--- src/rtl/hmp_pkg.sv ---
package hmp_pkg;
  localparam int BYTE_W = 8;
  localparam int N_CHAN = 2;
  localparam int CH_PCM = 0;
  localparam int CH_CMP = 1;

  typedef enum logic [1:0] {
    ADDR_MSG = 2'b00,
    ADDR_CTL = 2'b01,
    ADDR_PCM = 2'b10,
    ADDR_CMP = 2'b11
  } hmpAddr_e;

  // control word bit positions
  localparam int CTL_CMP_HOLD = 6;
  localparam int CTL_PCM_HOLD = 5;
  localparam int CTL_PCM_AF   = 4;
  localparam int CTL_CMP_AF   = 3;
  localparam int CTL_BUSY     = 2;
  localparam int CTL_READY    = 1;

  typedef struct packed {
    logic              msgLoad;
    logic [N_CHAN-1:0] push;
    logic [N_CHAN-1:0] flush;
  } hmpStrobe_t;
endpackage

--- src/rtl/hmp_fifo.sv ---
module hmp_fifo #(
  parameter int WIDTH    = 8,
  parameter int DEPTH    = 16,
  parameter int AF_LEVEL = 12
) (
  input  logic             clk,
  input  logic             rstN,
  input  logic             flush,
  input  logic             push,
  input  logic [WIDTH-1:0] din,
  input  logic             pop,
  output logic [WIDTH-1:0] dout,
  output logic             notEmpty,
  output logic             almostFull
);
  localparam int PTR_W = (DEPTH > 1) ? $clog2(DEPTH) : 1;
  localparam int CNT_W = $clog2(DEPTH + 1);
  localparam logic [PTR_W-1:0] LAST_PTR = PTR_W'(DEPTH - 1);

  logic [WIDTH-1:0] mem [DEPTH];
  logic [PTR_W-1:0] wrPtr, rdPtr;
  logic [CNT_W-1:0] count;
  logic doPush, doPop;

  assign doPush = push && (count != CNT_W'(DEPTH)) && !flush;
  assign doPop  = pop && (count != '0) && !flush;

  always_ff @(posedge clk) begin
    if (!rstN || flush) begin
      wrPtr <= '0;
      rdPtr <= '0;
      count <= '0;
    end else begin
      if (doPush) wrPtr <= (wrPtr == LAST_PTR) ? '0 : wrPtr + 1'b1;
      if (doPop)  rdPtr <= (rdPtr == LAST_PTR) ? '0 : rdPtr + 1'b1;
      if (doPush && !doPop)      count <= count + 1'b1;
      else if (doPop && !doPush) count <= count - 1'b1;
    end
  end

  always_ff @(posedge clk) begin
    if (doPush) mem[wrPtr] <= din;
  end

  assign dout       = mem[rdPtr];
  assign notEmpty   = (count != '0);
  assign almostFull = (count >= CNT_W'(AF_LEVEL));
endmodule

--- src/rtl/hmp_datapath.sv ---
module hmp_datapath
  import hmp_pkg::*;
#(
  parameter int FIFO_DEPTH = 16,
  parameter int AF_LEVEL   = 12
) (
  input  logic              clk,
  input  logic              rstN,
  input  hmpStrobe_t        stb,
  input  logic [BYTE_W-1:0] hostWdata,
  input  logic              cpuOutWr,
  input  logic [BYTE_W-1:0] cpuOutData,
  output logic [BYTE_W-1:0] inByte,
  output logic [BYTE_W-1:0] outByte,
  input  logic [N_CHAN-1:0] popVec,
  output logic [BYTE_W-1:0] headByte [N_CHAN],
  output logic [N_CHAN-1:0] validVec,
  output logic [N_CHAN-1:0] afVec
);
  always_ff @(posedge clk) begin
    if (!rstN) begin
      inByte  <= '0;
      outByte <= '0;
    end else begin
      if (stb.msgLoad) inByte  <= hostWdata;
      if (cpuOutWr)    outByte <= cpuOutData;
    end
  end

  for (genvar ch = 0; ch < N_CHAN; ch++) begin : g_chan
    hmp_fifo #(
      .WIDTH(BYTE_W), .DEPTH(FIFO_DEPTH), .AF_LEVEL(AF_LEVEL)
    ) u_fifo (
      .clk       (clk),
      .rstN      (rstN),
      .flush     (stb.flush[ch]),
      .push      (stb.push[ch]),
      .din       (hostWdata),
      .pop       (popVec[ch]),
      .dout      (headByte[ch]),
      .notEmpty  (validVec[ch]),
      .almostFull(afVec[ch])
    );
  end
endmodule

--- src/rtl/hmp_ctrl.sv ---
module hmp_ctrl
  import hmp_pkg::*;
(
  input  logic              clk,
  input  logic              rstN,
  input  logic [1:0]        hostAddr,
  input  logic              hostWr,
  input  logic              hostRd,
  input  logic [1:0]        holdReq,   // {compressed, pcm} from the written control byte
  input  logic              cpuInRd,
  input  logic              cpuOutWr,
  input  logic [BYTE_W-1:0] outByte,
  input  logic [N_CHAN-1:0] afVec,
  output hmpStrobe_t        stb,
  output logic              inBusy,
  output logic              outReady,
  output logic [N_CHAN-1:0] holdVec,
  output logic [BYTE_W-1:0] hostRdata
);
  hmpAddr_e addr;
  logic msgWr, msgRd, ctlWr;
  logic [N_CHAN-1:0] afShown;

  assign addr  = hmpAddr_e'(hostAddr);
  assign msgWr = hostWr && (addr == ADDR_MSG);
  assign msgRd = hostRd && (addr == ADDR_MSG);
  assign ctlWr = hostWr && (addr == ADDR_CTL);

  always_comb begin
    stb             = '0;
    stb.msgLoad     = msgWr;
    stb.push[CH_PCM] = hostWr && (addr == ADDR_PCM) && !holdVec[CH_PCM];
    stb.push[CH_CMP] = hostWr && (addr == ADDR_CMP) && !holdVec[CH_CMP];
    stb.flush       = holdVec;
  end

  always_ff @(posedge clk) begin
    if (!rstN) begin
      inBusy   <= 1'b0;
      outReady <= 1'b0;
      holdVec  <= '0;
    end else begin
      if (msgWr)        inBusy <= 1'b1;
      else if (cpuInRd) inBusy <= 1'b0;
      if (cpuOutWr)     outReady <= 1'b1;
      else if (msgRd)   outReady <= 1'b0;
      if (ctlWr) begin
        holdVec[CH_CMP] <= holdReq[1];
        holdVec[CH_PCM] <= holdReq[0];
      end
    end
  end

  assign afShown = afVec & ~holdVec;

  always_comb begin
    hostRdata = '0;
    unique case (addr)
      ADDR_MSG: hostRdata = outByte;
      ADDR_CTL: begin
        hostRdata[CTL_CMP_HOLD] = holdVec[CH_CMP];
        hostRdata[CTL_PCM_HOLD] = holdVec[CH_PCM];
        hostRdata[CTL_PCM_AF]   = afShown[CH_PCM];
        hostRdata[CTL_CMP_AF]   = afShown[CH_CMP];
        hostRdata[CTL_BUSY]     = inBusy;
        hostRdata[CTL_READY]    = outReady;
      end
      default: hostRdata = '0;
    endcase
  end
endmodule

--- src/rtl/hostMailboxPort.sv ---
module hostMailboxPort
  import hmp_pkg::*;
#(
  parameter int FIFO_DEPTH = 16,
  parameter int AF_LEVEL   = 12
) (
  input  logic        clk,
  input  logic        rstN,
  input  logic [1:0]  hostAddr,
  input  logic        hostWr,
  input  logic        hostRd,
  input  logic [7:0]  hostWdata,
  output logic [7:0]  hostRdata,
  input  logic        cpuInRd,
  output logic [7:0]  cpuInData,
  output logic        inBusy,
  input  logic        cpuOutWr,
  input  logic [7:0]  cpuOutData,
  output logic        outReady,
  input  logic        pcmPop,
  output logic [7:0]  pcmData,
  output logic        pcmValid,
  input  logic        cmpPop,
  output logic [7:0]  cmpData,
  output logic        cmpValid
);
  hmpStrobe_t        stb;
  logic [BYTE_W-1:0] outByte;
  logic [BYTE_W-1:0] headByte [N_CHAN];
  logic [N_CHAN-1:0] validVec, afVec, holdVec, popVec;

  assign popVec[CH_PCM] = pcmPop;
  assign popVec[CH_CMP] = cmpPop;

  hmp_ctrl u_ctrl (
    .clk      (clk),
    .rstN     (rstN),
    .hostAddr (hostAddr),
    .hostWr   (hostWr),
    .hostRd   (hostRd),
    .holdReq  ({hostWdata[CTL_CMP_HOLD], hostWdata[CTL_PCM_HOLD]}),
    .cpuInRd  (cpuInRd),
    .cpuOutWr (cpuOutWr),
    .outByte  (outByte),
    .afVec    (afVec),
    .stb      (stb),
    .inBusy   (inBusy),
    .outReady (outReady),
    .holdVec  (holdVec),
    .hostRdata(hostRdata)
  );

  hmp_datapath #(.FIFO_DEPTH(FIFO_DEPTH), .AF_LEVEL(AF_LEVEL)) u_dp (
    .clk       (clk),
    .rstN      (rstN),
    .stb       (stb),
    .hostWdata (hostWdata),
    .cpuOutWr  (cpuOutWr),
    .cpuOutData(cpuOutData),
    .inByte    (cpuInData),
    .outByte   (outByte),
    .popVec    (popVec),
    .headByte  (headByte),
    .validVec  (validVec),
    .afVec     (afVec)
  );

  assign pcmData  = headByte[CH_PCM];
  assign cmpData  = headByte[CH_CMP];
  assign pcmValid = validVec[CH_PCM];
  assign cmpValid = validVec[CH_CMP];
endmodule

--- config.mk ---
export PLATFORM = sky130hd
export DESIGN_NAME = hostMailboxPort
export DESIGN_NICKNAME = d
export VERILOG_FILES = /design/src/rtl/hmp_pkg.sv /design/src/rtl/hmp_fifo.sv /design/src/rtl/hmp_datapath.sv /design/src/rtl/hmp_ctrl.sv /design/src/rtl/hostMailboxPort.sv
export SDC_FILE = /design/constraint.sdc
export NUM_CORES = 1
export LEC_CHECK = 0
export BUFFER_PORTS_ARGS = -buffer_cell sky130_fd_sc_hd__buf_2
export CORE_ASPECT_RATIO = 0.9
export CORE_UTILIZATION = 50
export DETAILED_ROUTE_END_ITERATION = 10
export PLACE_DENSITY = 0.65
export SYNTH_ARGS = -nofsm -noshare
export SYNTH_HDL_FRONTEND = slang
export SYNTH_SLANG_ARGS = --single-unit
--- constraint.sdc ---
create_clock -name clk -period 3 [get_ports clk]
set_input_delay 0.15 -clock clk [delete_from_list [all_inputs] [get_ports clk]]
set_output_delay 0.15 -clock clk [all_outputs]
set_load 0.1 [all_outputs]
==> impl_metrics.tcl <==
set metrics [dict create \
    run_status "finished clean" \
    most_frequent_cells_in_the_layout "sky130_fd_sc_hd__edfxtp_1, sky130_fd_sc_hd__mux4_2, sky130_fd_sc_hd__nor2_1, sky130_fd_sc_hd__buf_2" \
    finalMaxSlewViolations 0 \
    p_seq_share_pct 42.7 \
    drt-wirelength-per-cell_um 21.8 \
    critical_path.cell_chain "buf_4, mux4_2, a22oi_1, nand2_1, buf_2" \
    antennaDiodeCount 0 \
    cpMaxStageDelayCell "sky130_fd_sc_hd__dfxtp_2" \
    ffs_w_async_s_r_synth_pct 0 \
    final-setup-viol-count 0 \
    critical_path_launch_point_type "flop" \
    detail_route.iter0.violations 592 \
    clock-sinks 310 \
    power.combinational.fraction_pct 23.5 \
    placedInstanceArea_um2 13100 \
    drv.max_cap_violation_count 0 \
    totalWireLength_um 25200 \
    overall_via_count_from_detail_route 6717 \
    clock.fmax_ghz 0.358 \
    grt_pass1_wl_um 38900 \
    cts_hold_buffers 11 \
    seq_area_frac_synth_pct 70.7 \
    worst_slew_pin_slew_ns 1.22 \
    cts-htree-levels 1 \
    initial_core_util_pct 51.0 \
    drive_gt1_share_pct 24.8 \
    syn_inst 731 \
    ys_types 48 \
    pin_count 62 \
    die_w_um 168 \
    number_of_global_route_vias_before_repair 6728 \
    postCtsSetupBuffers 0 \
    synth-edff-count 256 \
    worstSetupPathDepth 5 \
    dp_hpwl_um 15700 \
    rsz0062_at_grt "false" \
    worstHoldStart "rstN" \
    final.fill_count 1819 \
    cts_inserted_buffers 31 \
    report.final.hold_viol_count 0 \
    cts-resized-gates 0 \
    r2r_setup_slack_ns 0.23 \
    grt_start_max_net_pins 35 \
    cts.clk_slew.worst_paths_ns 0.06 \
    worst_setup_path_end_kind "output pin" \
    worst_ir_drop_vdd_mv 0.822 \
    max-clock-path-buffers 3 \
    aggregate_negative_setup_slack_ns 0 \
    reg2reg_capture_point "u_dp.g_chan[0].u_fifo.count[4]" \
    drcViolationCount 0 \
    detail-route-antenna-nets 0 \
    min_period_ns 2.79 \
    root_buffer "sky130_fd_sc_hd__clkbuf_16" \
    netSwitchingFraction_pct 30.4 \
    worstHoldPathCells 2 \
    netlist_area_um2 12400 \
    endpoint_required_time_on_the_critical_path_ns 2.85 \
    finalWorstSetupSlack_ns 0.210 \
    p_int_mw 8.00 \
    synth_area_per_cell_um2 17.0 \
    worst_ep_arrival_time_ns 2.64 \
    critPathTopFamily "buffers and inverters" \
    core-area_um2 24300 \
    globalRouteOverflowTotal 0 \
    layout.cells.most_common "sky130_fd_sc_hd__edfxtp_1" \
    grt_antenna_before_repair 0 \
    power_density_nw_per_um2 805 \
    total_leakage_power_nw 4.85 \
    tritoncts "yes" \
    holdWs_ns 0.0328 \
    worstHoldEndpoint "u_dp.inByte[4]" \
    hp-class "input port to flop" \
    critPathBufInv 2 \
    worst_path_maximum_fanout 11 \
    pre_cts_slack_ns 0.306 \
    drtPass1Iterations 5 \
    power.share.clock_pct 33.8 \
    via_per_inst 5.82 \
    final_nets 868 \
    rows 54 \
    fin_crit_sh_pct 93.0 \
    clk-insertion-delay-late_ns 0.57 \
    fin_total_pwr_mw 11.5 \
    finish.instance_area_um2 14300 \
    worst_rel_slew_slack_pct 17.8 \
    critPathKind "flop to output pin" \
    postSynthNetCount 777 \
    clock-skew-final_ns 0.0162 \
    routabilityCongestion 0.808 \
    floorplan.die_area_um2 25500 \
    worst_r2r_path_depth 10 \
    most_instantiated_flip_flop_cell_in_the_synthesis_netlist "sky130_fd_sc_hd__edfxtp_1" \
    power_switching_mw 3.50 \
    place.port_buffers 61 \
    ys_seq_elements 310 \
    crit_path_max_incr_delay_ns 0.59 \
    dieHeight_um 151 \
    yosysWarningCount 0 \
    reg_to_reg_startpoint "u_dp.g_chan[0].u_fifo.count[0]" \
    area_growth_pct 15.1 \
    grt_usage_pct 20.4 \
]
## through the flow
stage | utilization, % | cells
floorplan | - | 731
global placement | 54.0 | 1086
finish | 58.7 | 1155
CTS | 58.7 | 1155
global route | 58.7 | 1155
detailed placement | 54.0 | 1086
## flip-flops by register name (all words and copies together) (netlist names), 2 cells and up, named ones only
| signal | flops |
|---|---|
| u_dp.g_chan.u_fifo.count | 10 |
| u_dp.outByte | 8 |
| u_ctrl.holdVec | 2 |
| u_dp.g_chan.u_fifo.wrPtr | 8 |
| u_dp.inByte | 8 |
| u_dp.g_chan.u_fifo.rdPtr | 8 |
| u_dp.g_chan.u_fifo.mem | 256 |
## worst max-delay path by stage
stage / startpoint / end / slack [ns]
after CTS: flop / cmpData[7] / 0.13
after detailed placement: u_dp.g_chan[0].u_fifo.count[0] / u_dp.g_chan[0].u_fifo.count[4] / 0.31
final: flop / cmpData[7] / 0.21
after global routing: flop / cmpData[3] / 0.03
after global placement: u_dp.g_chan[0].u_fifo.count[0] / u_dp.g_chan[0].u_fifo.count[4] / 0.42
after floorplan: u_dp.g_chan[0].u_fifo.count[0] / u_dp.g_chan[0].u_fifo.count[4] / 0.35
## power groups by stage
stage / sequential (mW) / clock (mW) / combinational (mW)
global route: 4.93 / 4.12 / 2.87
CTS: 4.92 / 3.96 / 2.72
floorplan: 4.98 / 0 / 2.19
finish: 4.92 / 3.89 / 2.70
detailed placement: 5.01 / 0 / 2.70
global placement: 4.99 / 0 / 2.62
## logic make-up after synthesis
| group | synth area share [%] |
|---|---|
| compound gates | 4.75 |
| buf+inv | 1.64 |
| fa+ha+maj | 2.14 |
| mux | 13.6 |
| simple gates | 6.61 |
| flops | 70.7 |
| xor+xnor | 0.565 |
## routing by layer
layer	GRT usage, %	routed length [um]	up-vias
li1	-	-	3025
met1	29.5	10900	3406
met2	31.7	11800	247
met3	4.10	1890	39
met4	5.95	596	0
met5	0	0	-
## cells in the mapped netlist, drive strengths merged, types with 2 or more instances
cell type,count,area share (%)
edfxtp,256,62
mux4,64,12
nor2,61,1.8
dfxtp,54,8.7
nand2,52,1.6
a22oi,33,2.0
mux2i,25,2.0
clkbuf,23,0.70
ha,18,1.8
nor2b,18,0.91
a21oi,15,0.64
buf,14,0.62
inv,11,0.33
nor3,10,0.40
a21boi,9,0.54
nand2b,9,0.45
nand3,8,0.32
xor2,7,0.49
and2,6,0.30
o21ai,4,0.28
or4,4,0.27
a21o,3,0.18
nand4b,3,0.21
o211ai,3,0.22
a211o,2,0.14
a311o,2,0.16
a31oi,2,0.10
fa,2,0.32
## layout make-up
cell class,instances,area [um^2],area share (%)
clock buffer,35,811,5.68
timing repair buffer,95,613,4.29
multi-input combinational,373,3440,24.1
sequential,310,8770,61.4
clock inverter,23,228,1.59
inverter,11,41.3,0.289
tap,308,385,2.70
No activity file was read; power rests on OpenSTA's default activity.
